===== src/rtl/rst_seq_pkg.sv =====
package rst_seq_pkg;
  typedef enum logic [1:0] {
    SQ_HOLD = 2'd0,
    SQ_BIST = 2'd1,
    SQ_INIT = 2'd2,
    SQ_RUN  = 2'd3
  } sq_state_e;
endpackage


===== src/rtl/rst_phase_gen.sv =====
module rst_phase_gen (
  input  logic clk,
  input  logic reset_in,
  output logic phase_o
);
  // Held at 0 in reset so that the first released cycle is phase 0.
  always_ff @(posedge clk) begin
    if (reset_in) phase_o <= 1'b0;
    else          phase_o <= ~phase_o;
  end
endmodule


===== src/rtl/rst_win_counter.sv =====
module rst_win_counter #(
  parameter int W = 8
) (
  input  logic         clk,
  input  logic         clr,
  output logic [W-1:0] cnt_o
);
  always_ff @(posedge clk) begin
    if (clr) cnt_o <= '0;
    else     cnt_o <= cnt_o + 1'b1;
  end
endmodule


===== src/rtl/rst_copro_detect.sv =====
module rst_copro_detect #(
  parameter int W        = 8,
  parameter int ERR_FROM = 20
) (
  input  logic         clk,
  input  logic         reset_in,
  input  logic         in_init,
  input  logic [W-1:0] idx,
  input  logic         err_n,
  output logic         adv_o
);
  localparam logic [W-1:0] FROM_V = W'(ERR_FROM);

  logic in_window;
  assign in_window = in_init && (idx >= FROM_V);

  // Sticky: one low sample inside the window is enough.
  always_ff @(posedge clk) begin
    if (reset_in)                adv_o <= 1'b0;
    else if (in_window && !err_n) adv_o <= 1'b1;
  end
endmodule


===== src/rtl/reset_init_sequencer.sv =====
module reset_init_sequencer
  import rst_seq_pkg::*;
#(
  parameter int              BIST_LEN = (1 << 20) + 60,
  parameter int              INIT_LEN = 400,
  parameter int              ERR_FROM = 20,
  parameter int              SIG_W    = 8,
  parameter logic [SIG_W-1:0] SIG_GOOD = 8'hA5
) (
  input  logic             clk,
  input  logic             reset_in,
  input  logic             busy_n,
  input  logic             err_n,
  input  logic [SIG_W-1:0] selftest_sig,
  output logic             clk_phase,
  output logic             bist_active,
  output logic             init_active,
  output logic             copro_adv,
  output logic             selftest_fail,
  output logic             first_bus_ready
);
  localparam int            MAXLEN    = (BIST_LEN > INIT_LEN) ? BIST_LEN : INIT_LEN;
  localparam int            CW        = $clog2(MAXLEN + 1);
  localparam logic [CW-1:0] BIST_LAST = CW'(BIST_LEN - 1);
  localparam logic [CW-1:0] INIT_LAST = CW'(INIT_LEN - 1);

  sq_state_e     state_q;
  logic          want_bist_q;
  logic          fail_q;
  logic          rdy_q;
  logic [CW-1:0] cnt;
  logic          bist_last, init_last, cnt_clr;

  assign bist_last = (state_q == SQ_BIST) && (cnt == BIST_LAST);
  assign init_last = (state_q == SQ_INIT) && (cnt == INIT_LAST);
  assign cnt_clr   = reset_in || (state_q == SQ_HOLD) || (state_q == SQ_RUN)
                     || bist_last || init_last;

  rst_phase_gen u_phase (
    .clk      (clk),
    .reset_in (reset_in),
    .phase_o  (clk_phase)
  );

  rst_win_counter #(.W(CW)) u_cnt (
    .clk   (clk),
    .clr   (cnt_clr),
    .cnt_o (cnt)
  );

  rst_copro_detect #(.W(CW), .ERR_FROM(ERR_FROM)) u_copro (
    .clk      (clk),
    .reset_in (reset_in),
    .in_init  (state_q == SQ_INIT),
    .idx      (cnt),
    .err_n    (err_n),
    .adv_o    (copro_adv)
  );

  // The self-test request is re-sampled on every reset edge, so the last one counts.
  always_ff @(posedge clk) begin
    if (reset_in) begin
      state_q     <= SQ_HOLD;
      want_bist_q <= ~busy_n;
      fail_q      <= 1'b0;
      rdy_q       <= 1'b0;
    end else begin
      rdy_q <= 1'b0;
      case (state_q)
        SQ_HOLD: state_q <= want_bist_q ? SQ_BIST : SQ_INIT;
        SQ_BIST: if (bist_last) begin
          state_q <= SQ_INIT;
          fail_q  <= (selftest_sig != SIG_GOOD);
        end
        SQ_INIT: if (init_last) begin
          state_q <= SQ_RUN;
          rdy_q   <= 1'b1;
        end
        SQ_RUN:  state_q <= SQ_RUN;
      endcase
    end
  end

  assign bist_active     = (state_q == SQ_BIST);
  assign init_active     = (state_q == SQ_INIT);
  assign selftest_fail   = fail_q;
  assign first_bus_ready = rdy_q;
endmodule


===== config.mk =====
export PLATFORM = sky130hd
export DESIGN_NAME = reset_init_sequencer
export DESIGN_NICKNAME = d
export VERILOG_FILES = /design/src/rtl/rst_seq_pkg.sv /design/src/rtl/rst_phase_gen.sv /design/src/rtl/rst_win_counter.sv /design/src/rtl/rst_copro_detect.sv /design/src/rtl/reset_init_sequencer.sv
export SDC_FILE = /design/constraint.sdc
export NUM_CORES = 1
export LEC_CHECK = 0
export ABC_AREA = 1
export BUFFER_PORTS_ARGS = -buffer_cell sky130_fd_sc_hd__buf_2
export CAP_MARGIN = 15
export CORE_ASPECT_RATIO = 2
export CORE_MARGIN = 5
export CORE_UTILIZATION = 51
export CTS_CLUSTER_DIAMETER = 80
export DETAILED_ROUTE_END_ITERATION = 10
export GPL_TIMING_DRIVEN = 0
export PLACE_DENSITY = 0.7
export SLEW_MARGIN = 40
export SYNTH_ARGS = -nofsm -noshare
export SYNTH_HDL_FRONTEND = slang
export SYNTH_SLANG_ARGS = --single-unit

===== constraint.sdc =====
create_clock -name clk -period 3.45 [get_ports clk]
set_clock_uncertainty 0.15 [all_clocks]
set_input_delay 0.345 -clock clk [delete_from_list [all_inputs] [get_ports clk]]
set_output_delay 0.345 -clock clk [all_outputs]
set_load 0.005 [all_outputs]

* Yosys cells after proc, flatten, opt, wreduce, memory -nomap -nowiden
Cells that the tools add are included.
** Word-level totals
- Output and inout bits :: 6
- Register bits :: 28
- Input port bits :: 12
- Word-level logic and storage cells :: 38
** Cells by class
- Equality and inequality tests :: 8
- Magnitude comparators :: 1
- Reductions and logical operators :: 13
- Mux-type cells :: 5
- $add $sub $neg :: 1
- Bitwise operators :: 3
** Operators by type and width (number)
- 21-bit by 1-bit adder with 21-bit output (second input constant) :: 1
- 21-bit == test (second input constant) :: 1
- 21-bit by 9-bit == test with 1-bit output (second input constant) :: 1
- 21-bit by 5-bit greater-or-equal comparator with 1-bit output (second input constant) :: 1
- 8-bit != test (second input constant) :: 1
- 2-bit case mux with 4 select lines :: 1
- 2-bit 2-to-1 mux :: 3
- 2-bit == test (second input constant) :: 2
- 1-bit logical AND :: 4
- 1-bit logical OR :: 4
- 2-bit AND reduction :: 2
- 1-bit inverter :: 3
- 2-bit by 1-bit == test with 1-bit output (second input constant) :: 1
- 2-bit zero test :: 1
- 2-bit by 1-bit != test with 1-bit output (second input constant) :: 1
- 2-bit != test (second input constant) :: 1
- 2-bit OR reduction :: 1
- 1-bit zero test :: 1
- 1-bit 2-to-1 mux :: 1

* Longest topological paths before layout
Gate-level depths: netlist of the first run.
- Depth after elaboration :: 5
- Mapped depth :: 9
- Depth with buffers taken out :: 9

* Cells and area by module
From an unflattened synthesis of the first run, not the netlist that was laid out.
** Second synthesis, totals
- Cells, all modules :: 260
- Area total of the unflattened synthesis :: 1646.6 um^2
** Modules (own cells, without submodules)
- rst_win_counter :: instances 1, sequential area each 420.4 um^2, area each 1079.8 um^2, cells an instance 154
- reset_init_sequencer :: instances 1, sequential area each 110.1 um^2, area each 440.4 um^2, cells an instance 82
- rst_copro_detect :: instances 1, sequential area each 20.0 um^2, area each 102.6 um^2, cells an instance 22
- rst_phase_gen :: instances 1, sequential area each 20.0 um^2, area each 23.8 um^2, cells an instance 2

* Worst setup path after synthesis of the first run
No wires, ideal clock.
- Path kind :: flip-flop to flip-flop
- From :: register u_cnt.cnt_o[0]
- To :: register u_cnt.cnt_o[18]
- Data required time :: 3.187 ns
- Data arrival time :: 1.260 ns
- Library setup time :: 0.113 ns
- Cell stages (with the launch flop) :: 10
- Path buffers :: 1
- Setup slack :: 1.926 ns
- Period minus slack after synthesis :: 1.524 ns
- Cells stage by stage :: dfxtp_1 -> ha_1 -> nand2_1 -> nor2_1 -> nand2_1 -> nor2_2 -> nand3_1 -> nand3_2 -> buf_4 -> nor2_1
** Between the ends
- Word-level cells in the longest chain between the ends :: 4
- Elaborated cells between the ends (all ways) :: 7
- Those cells by class :: 1 x add/sub; 2 x eq/ne; 4 x reduce/logical
** Ends and longest elaborated chain
- from (decl) :: line rst_win_counter.sv:6 : output logic [W-1:0] cnt_o
- from (signal assigned) :: line rst_win_counter.sv:10 : else cnt_o <= cnt_o + 1'b1;
- branches (longest 4 deep; another with 21-bit by 1-bit adder with 21-bit output)
Several ways; the timed one is not identified.
A chain may end at the register's enable or synchronous reset.

* Final worst setup path of the first run
- From :: register u_cnt.cnt_o[0]
- To :: register u_cnt.cnt_o[12]
The elaborated chain is that of the path after synthesis.

==> flow_summary.yaml, run 1 <==
logic_synthesis:
  syn-num-nets: 243
  synth_largest_area_cell: "sky130_fd_sc_hd__dfxtp_1"
  post_synth_xor_area_fraction_pct: 6.44
  yosys-mux-area-fraction_pct: 0
  edff_count_synth: 1
  synth_area_leaders: "sky130_fd_sc_hd__dfxtp_1 (36%), sky130_fd_sc_hd__nor2_1 (14%), sky130_fd_sc_hd__nand2_1 (13%), sky130_fd_sc_hd__inv_1 (9.0%), sky130_fd_sc_hd__xor2_1 (5.3%)"
  synth_compound_area_share_pct: 2.43
  synthesis.yosys.warnings: 0
  yosysMostFrequentCell: "sky130_fd_sc_hd__nor2_1"
  ys_async_sr_fraction_pct: 0
  main_combinational_cell_family_by_area_after_synthesis: "simple AND/OR/NAND/NOR gates"
  netlist-cell-type-count: 20
  synth-simple-area-share_pct: 41.3
  portion_of_the_post_synthesis_area_used_by_sequential_elements_pct: 38.2
  post_synth_inst_count: 229
  yosys.area.top_type_share_pct: 36.2
  post_synth.cell_area_avg_um2: 6.53
  post_synth_instance_area_um2: 1500
  ys.flop_type: "sky130_fd_sc_hd__dfxtp_1"
  ys_seq_elements: 28
  synth_fa_ha_area_share_pct: 1.67
  yosys-top-cells-count: "sky130_fd_sc_hd__nor2_1 (56), sky130_fd_sc_hd__nand2_1 (53), sky130_fd_sc_hd__inv_1 (36)"
detailed_routing:
  drt_pass1_iterations: 4
  drt_iter0_drc: 30
  ant_nets: 0
  finalWirelength_um: 3350
  drt_drc_violations_left: 0
  num_vias: 1402
  route.detailed.vias_per_inst: 5.03
  route.detailed.wl_per_inst_um: 12.0
finish:
  design.final.nets: 265
  area_delta_synth_final_pct: 12.9
  ratio_of_cells_with_drive_above_1_in_the_final_layout_pct: 11.2
  antenna-diode-count: 0
  post-route-cell-area_um2: 1690
  final_util_pct: 60.2
outcome:
  outcome: "finished clean"
sta:
  rsz_0062_raised_after_global_routing: "no"
  timing_hold_violations_final: 0
  post-route-period-util_pct: 50.9
  timing.final.setup_violations: 0
  max-slew-margin-rel_pct: 77.3
  max_slew.worst_pin.slew_ns: 0.340
  finalCriticalPeriod_ns: 1.75
  fmaxAchievable_ghz: 0.570
  setup_tns_ns: 0
  final-max-slew-violation-count: 0
floorplanning:
  die_y_um: 86.6
  initial_utilization_pct: 53.3
  design.portCount: 18
  placeable_core_region_um2: 2800
  std_cell_rows: 27
  die_width_um: 48.3
  dieArea_um2: 4180
clock_tree:
  htreeDepth: 1
  postCtsSetupRepairBufs: 0
  clk_transition_reported_paths_ns: 0.10
  clock_latency_ns: 0.28
  clk_path_buf_depth: 2
  tritoncts.num_buffers: 3
  tritoncts_clock_tree: "yes"
  post_cts_resized: 0
  clock_sink_count: 28
  cts_hold_buf: 0
  clk_root_buffer_cell: "sky130_fd_sc_hd__clkbuf_8"
pwr:
  p_leak_nw: 0.699
  peakVddDrop_v: 0.000314
  power_density_nw_per_um2: 394
  design_power_total_mw: 0.664
global_route:
  antenna_found_initial: 0
  maximum_number_of_pins_on_one_net_before_global_route_repair: 17
  global_route_wire_length_before_repair_um: 5400
  overflow: 0
  grt_util_all_layers_pct: 17.9
  grt_pass1_vias: 1351
critical_path:
  worstSetupEndpointType: "flop"
  cp_data_arrival_time_ns: 1.83
  timing.critical_path.fanout_max: 4
  timing.setup.critical_path_class: "reg2reg"
  cp-start-kind: "flop"
  worstPathRequired_ns: 3.53
flow_run:
  maxCapViolations: 0
min_path:
  timing.hold.worst.class: "in2reg"
placed_design:
  detailed_place.area_um2: 1620
  place_congestion: 0.948
  detailedPlacementHpwl_um: 2650
  portBuffers: 17
-- worst max-delay path: stages, from the launching register on --
cell and delay [ns]:
sky130_fd_sc_hd__dfxtp_1 0.38, sky130_fd_sc_hd__ha_1 0.26, sky130_fd_sc_hd__nand3_1 0.14, sky130_fd_sc_hd__inv_1 0.12, sky130_fd_sc_hd__nand3b_1 0.18, sky130_fd_sc_hd__nor2_1 0.22
sky130_fd_sc_hd__nand2_1 0.08, sky130_fd_sc_hd__nand2_1 0.07, sky130_fd_sc_hd__inv_1 0.03, sky130_fd_sc_hd__nor2_1 0.08
-- logic make-up (layout without fill, tap and decap cells) --
logic type	Yosys count	in the layout
AOI/OAI and AO/OA	7	7
xor gates and xnor gates	11	11
DFF	28	28
and+or+nand+nor	143	143
buffers and inverters	38	59
adders and majority gates	2	2
-- layout by cell type, fill, tap and decap left out, types with 3 or more instances in the layout --
cell type,count
sky130_fd_sc_hd__a21oi_1,3
sky130_fd_sc_hd__nand2_1,53
sky130_fd_sc_hd__clkbuf_8,3
sky130_fd_sc_hd__buf_2,17
sky130_fd_sc_hd__nor3_1,6
sky130_fd_sc_hd__nor2_1,56
sky130_fd_sc_hd__nand4_1,8
sky130_fd_sc_hd__inv_1,36
sky130_fd_sc_hd__xor2_1,9
sky130_fd_sc_hd__nand3_1,13
sky130_fd_sc_hd__dfxtp_1,27
sky130_fd_sc_hd__o21ai_0,3
-- final timing paths --
path | slack [ns] | startpoint | end | cells after the start
max reg2reg | 1.70 | u_cnt.cnt_o[0] | u_cnt.cnt_o[12] | 9
max | 1.70 | u_cnt.cnt_o[0] | u_cnt.cnt_o[12] | 9
min | 0.15 | busy_n | want_bist_q | 2
min reg2reg | 0.25 | u_phase.phase_o | u_phase.phase_o | 1
-- metrics by stage --
| step | setup slack [ns] | instances | hold slack (ns) |
|---|---|---|---|
| 2_1_floorplan | 1.93 | 229 | 0.251 |
| 3_3_place_gp | 1.71 | 275 | 0.242 |
| 3_5_place_dp | 1.72 | 275 | 0.243 |
| 4_1_cts | 1.69 | 279 | 0.144 |
| 5_1_grt | 1.50 | 279 | 0.147 |
| 6_report | 1.70 | 279 | 0.147 |
-- state kept, by name (all words and copies together) (netlist names) --
name / cells
u_copro.adv_o: 1
u_cnt.cnt_o: 21
selftest_fail: 1
state_q: 2
u_phase.phase_o: 1
first_bus_ready: 1
want_bist_q: 1
-- routing by layer --
layer / vias to the layer above / part of all wire, % / global-route usage [%]
li1: 741 / - / -
met1: 613 / 35 / 14.7
met2: 34 / 55 / 34.0
met3: 14 / 4.1 / 2.29
met4: 0 / 5.8 / 12.0
met5: - / 0 / 0
-- power breakdown --
part	total [mW]	internal (mW)	switching, mW
clock	0.260	0.155	0.105
combinational	0.0617	0.0245	0.0372
sequential	0.342	0.334	0.00810
-- layout make-up --
cell class                 instances  area (um2)
sequential                        28         571
clock buffer                       3        41.3
clock inverter                     1        30.0
fill                             317        1120
multi-input combinational        163         774
buffer                             2        15.0
inverter                          36         135
tap                               29        36.3
timing repair buffer              17        85.1
Note: power is estimated with default switching activity, not from simulation.
==> run 2, diff against run 1 <==
- clock period: 3.45 -> 1.8 ns (I/O delays scaled with it)
==> run 2 against run 1 <==
Effect of this change:
- routed wire length increased by 2.2%
- power increased by 93%
- clock power increased by 92%
- sequential share of layout area decreased by 0.78 points
- die area unchanged
- critical path type unchanged
==> flow_summary.yaml, run 2 (same netlist as run 1, synthesis figures left out) <==
clock_tree:
  clk_path_buf_depth: 2
  tritoncts_clock_tree: "yes"
  clk_transition_reported_paths_ns: 0.09
  tritoncts.num_buffers: 3
  clock_sink_count: 28
  htreeDepth: 1
  clk_root_buffer_cell: "sky130_fd_sc_hd__clkbuf_8"
  clock_latency_ns: 0.28
critical_path:
  cp_data_arrival_time_ns: 1.68
  worstSetupEndpointType: "flop"
  cp-start-kind: "flop"
  timing.critical_path.fanout_max: 6
  timing.setup.critical_path_class: "reg2reg"
  worstPathRequired_ns: 1.83
detailed_routing:
  finalWirelength_um: 3430
  route.detailed.vias_per_inst: 5.04
  drt_drc_violations_left: 0
  route.detailed.wl_per_inst_um: 12.1
  ant_nets: 0
  num_vias: 1421
  drt_iter0_drc: 26
  drt_pass1_iterations: 4
floorplanning:
  die_width_um: 48.3
  initial_utilization_pct: 53.3
  dieArea_um2: 4180
  design.portCount: 18
  die_y_um: 86.6
  placeable_core_region_um2: 2800
  std_cell_rows: 27
sta:
  final-max-slew-violation-count: 0
  rsz_0062_raised_after_global_routing: "no"
  fmaxAchievable_ghz: 0.605
  timing_hold_violations_final: 0
  hold_ws_ns: 0.0766
  timing.final.setup_violations: 0
  max-slew-margin-rel_pct: 77.5
  worst_slack_ns: 0.148
  setup_tns_ns: 0
  post-route-period-util_pct: 91.8
  finalCriticalPeriod_ns: 1.65
  max_slew.worst_pin.slew_ns: 0.336
placed_design:
  place_congestion: 0.948
  portBuffers: 17
  place.detailed.instances: 275
  dp_worst_setup_slack_ns: 0.0698
  detailedPlacementHpwl_um: 2650
finish:
  multiInputGateArea_um2: 792
  ratio_of_cells_with_drive_above_1_in_the_final_layout_pct: 13.8
  largest-register: "u_cnt.cnt_o"
  non_filler_cells_in_the_finished_layout: 282
  largest_reg_flops: 21
  design.final.nets: 268
  num-fill-cells: 314
  final_util_pct: 61.9
  layout_common_cells: "sky130_fd_sc_hd__nor2_1 (54), sky130_fd_sc_hd__nand2_1 (53), sky130_fd_sc_hd__inv_1 (35)"
  top_registers: "u_cnt.cnt_o x21, state_q x2"
  most_frequent_standard_cell_in_the_layout_excluding_fill_and_tap_cells: "sky130_fd_sc_hd__nor2_1"
  area_delta_synth_final_pct: 16.1
  ff_latch_area_um2: 573
  antenna-diode-count: 0
global_route:
  global_route_wire_length_before_repair_um: 5470
  grt_util_all_layers_pct: 18.2
  overflow: 0
  maximum_number_of_pins_on_one_net_before_global_route_repair: 17
  grt_pass1_vias: 1373
  antenna_found_initial: 0
min_path:
  timing.hold.worst.class: "in2reg"
pwr:
  p_leak_nw: 0.707
  peakVddDrop_v: 0.000575
  power_density_nw_per_um2: 738
outcome:
  outcome: "finished clean"
flow_run:
  maxCapViolations: 0
## run 2: cell count changes in the layout (fill, tap and decap cells not counted)
cell / change
sky130_fd_sc_hd__ha_4: +1
sky130_fd_sc_hd__ha_1: -1
sky130_fd_sc_hd__inv_2: +1
sky130_fd_sc_hd__dfxtp_2: +2
sky130_fd_sc_hd__dfxtp_1: -2
sky130_fd_sc_hd__dlygate4sd3_1: +2
sky130_fd_sc_hd__buf_4: +1
sky130_fd_sc_hd__inv_1: -1
sky130_fd_sc_hd__nor2_1: -2
sky130_fd_sc_hd__nor2_2: +2
## run 2: layout make-up
cell class                      instances  area share (%)
Tap cell                               29            2.09
Buffer                                  2           0.865
Sequential cell                        28            33.0
Inverter                               36            7.79
Clock buffer                            3            2.38
Clock inverter                          1            1.73
Multi-Input combinational cell        163            45.6
Timing Repair Buffer                   20            6.49
## run 2: power by group
group	internal, mW	switching [mW]	total [mW]
clock network	0.298	0.200	0.498
logic	0.0505	0.0721	0.123
registers	0.642	0.0186	0.661
## run 2: timing repair
| action | CTS | global route |
|---|---|---|
| setup endpoints to repair | 0 | 20 |
| gates resized for setup | 0 | 7 |
| hold buffers | 2 | 0 |
| setup buffers | 0 | 1 |
| endpoints found under the hold margin | 2 | 0 |
## run 2: per-layer routing
layer | GRT usage (%) | wire, um | vias to the layer above
li1 | - | - | 749
met1 | 14.7 | 1200 | 626
met2 | 34.9 | 1880 | 30
met3 | 2.29 | 135 | 16
met4 | 12.0 | 214 | 0
met5 | 0 | 0 | -
## run 2: per-stage QoR
step	instance area, um2	power (mW)
2_1_floorplan	1500	0.746
3_3_place_gp	1620	0.790
3_5_place_dp	1620	0.792
4_1_cts	1710	1.29
5_1_grt	1740	1.34
6_report	1740	1.28
## run 2: worst max-delay path, stage by stage (launching register included)
cell and delay, ns:
sky130_fd_sc_hd__dfxtp_1 0.47, sky130_fd_sc_hd__nand2_1 0.18, sky130_fd_sc_hd__nor2_4 0.20, sky130_fd_sc_hd__nand2_1 0.13
sky130_fd_sc_hd__nor2_1 0.18, sky130_fd_sc_hd__nand2_1 0.07, sky130_fd_sc_hd__nand2_1 0.05, sky130_fd_sc_hd__nand2_1 0.04
sky130_fd_sc_hd__inv_1 0.05, sky130_fd_sc_hd__nor2_1 0.03
## run 2: worst paths after layout
path	start	to	slack, ns	depth (start not counted)
setup / recovery	u_cnt.cnt_o[3]	u_cnt.cnt_o[19]	0.15	9
setup reg to reg	u_cnt.cnt_o[3]	u_cnt.cnt_o[19]	0.15	9
hold / removal	err_n	u_copro.adv_o	0.08	4
hold reg to reg	u_phase.phase_o	u_phase.phase_o	0.25	1
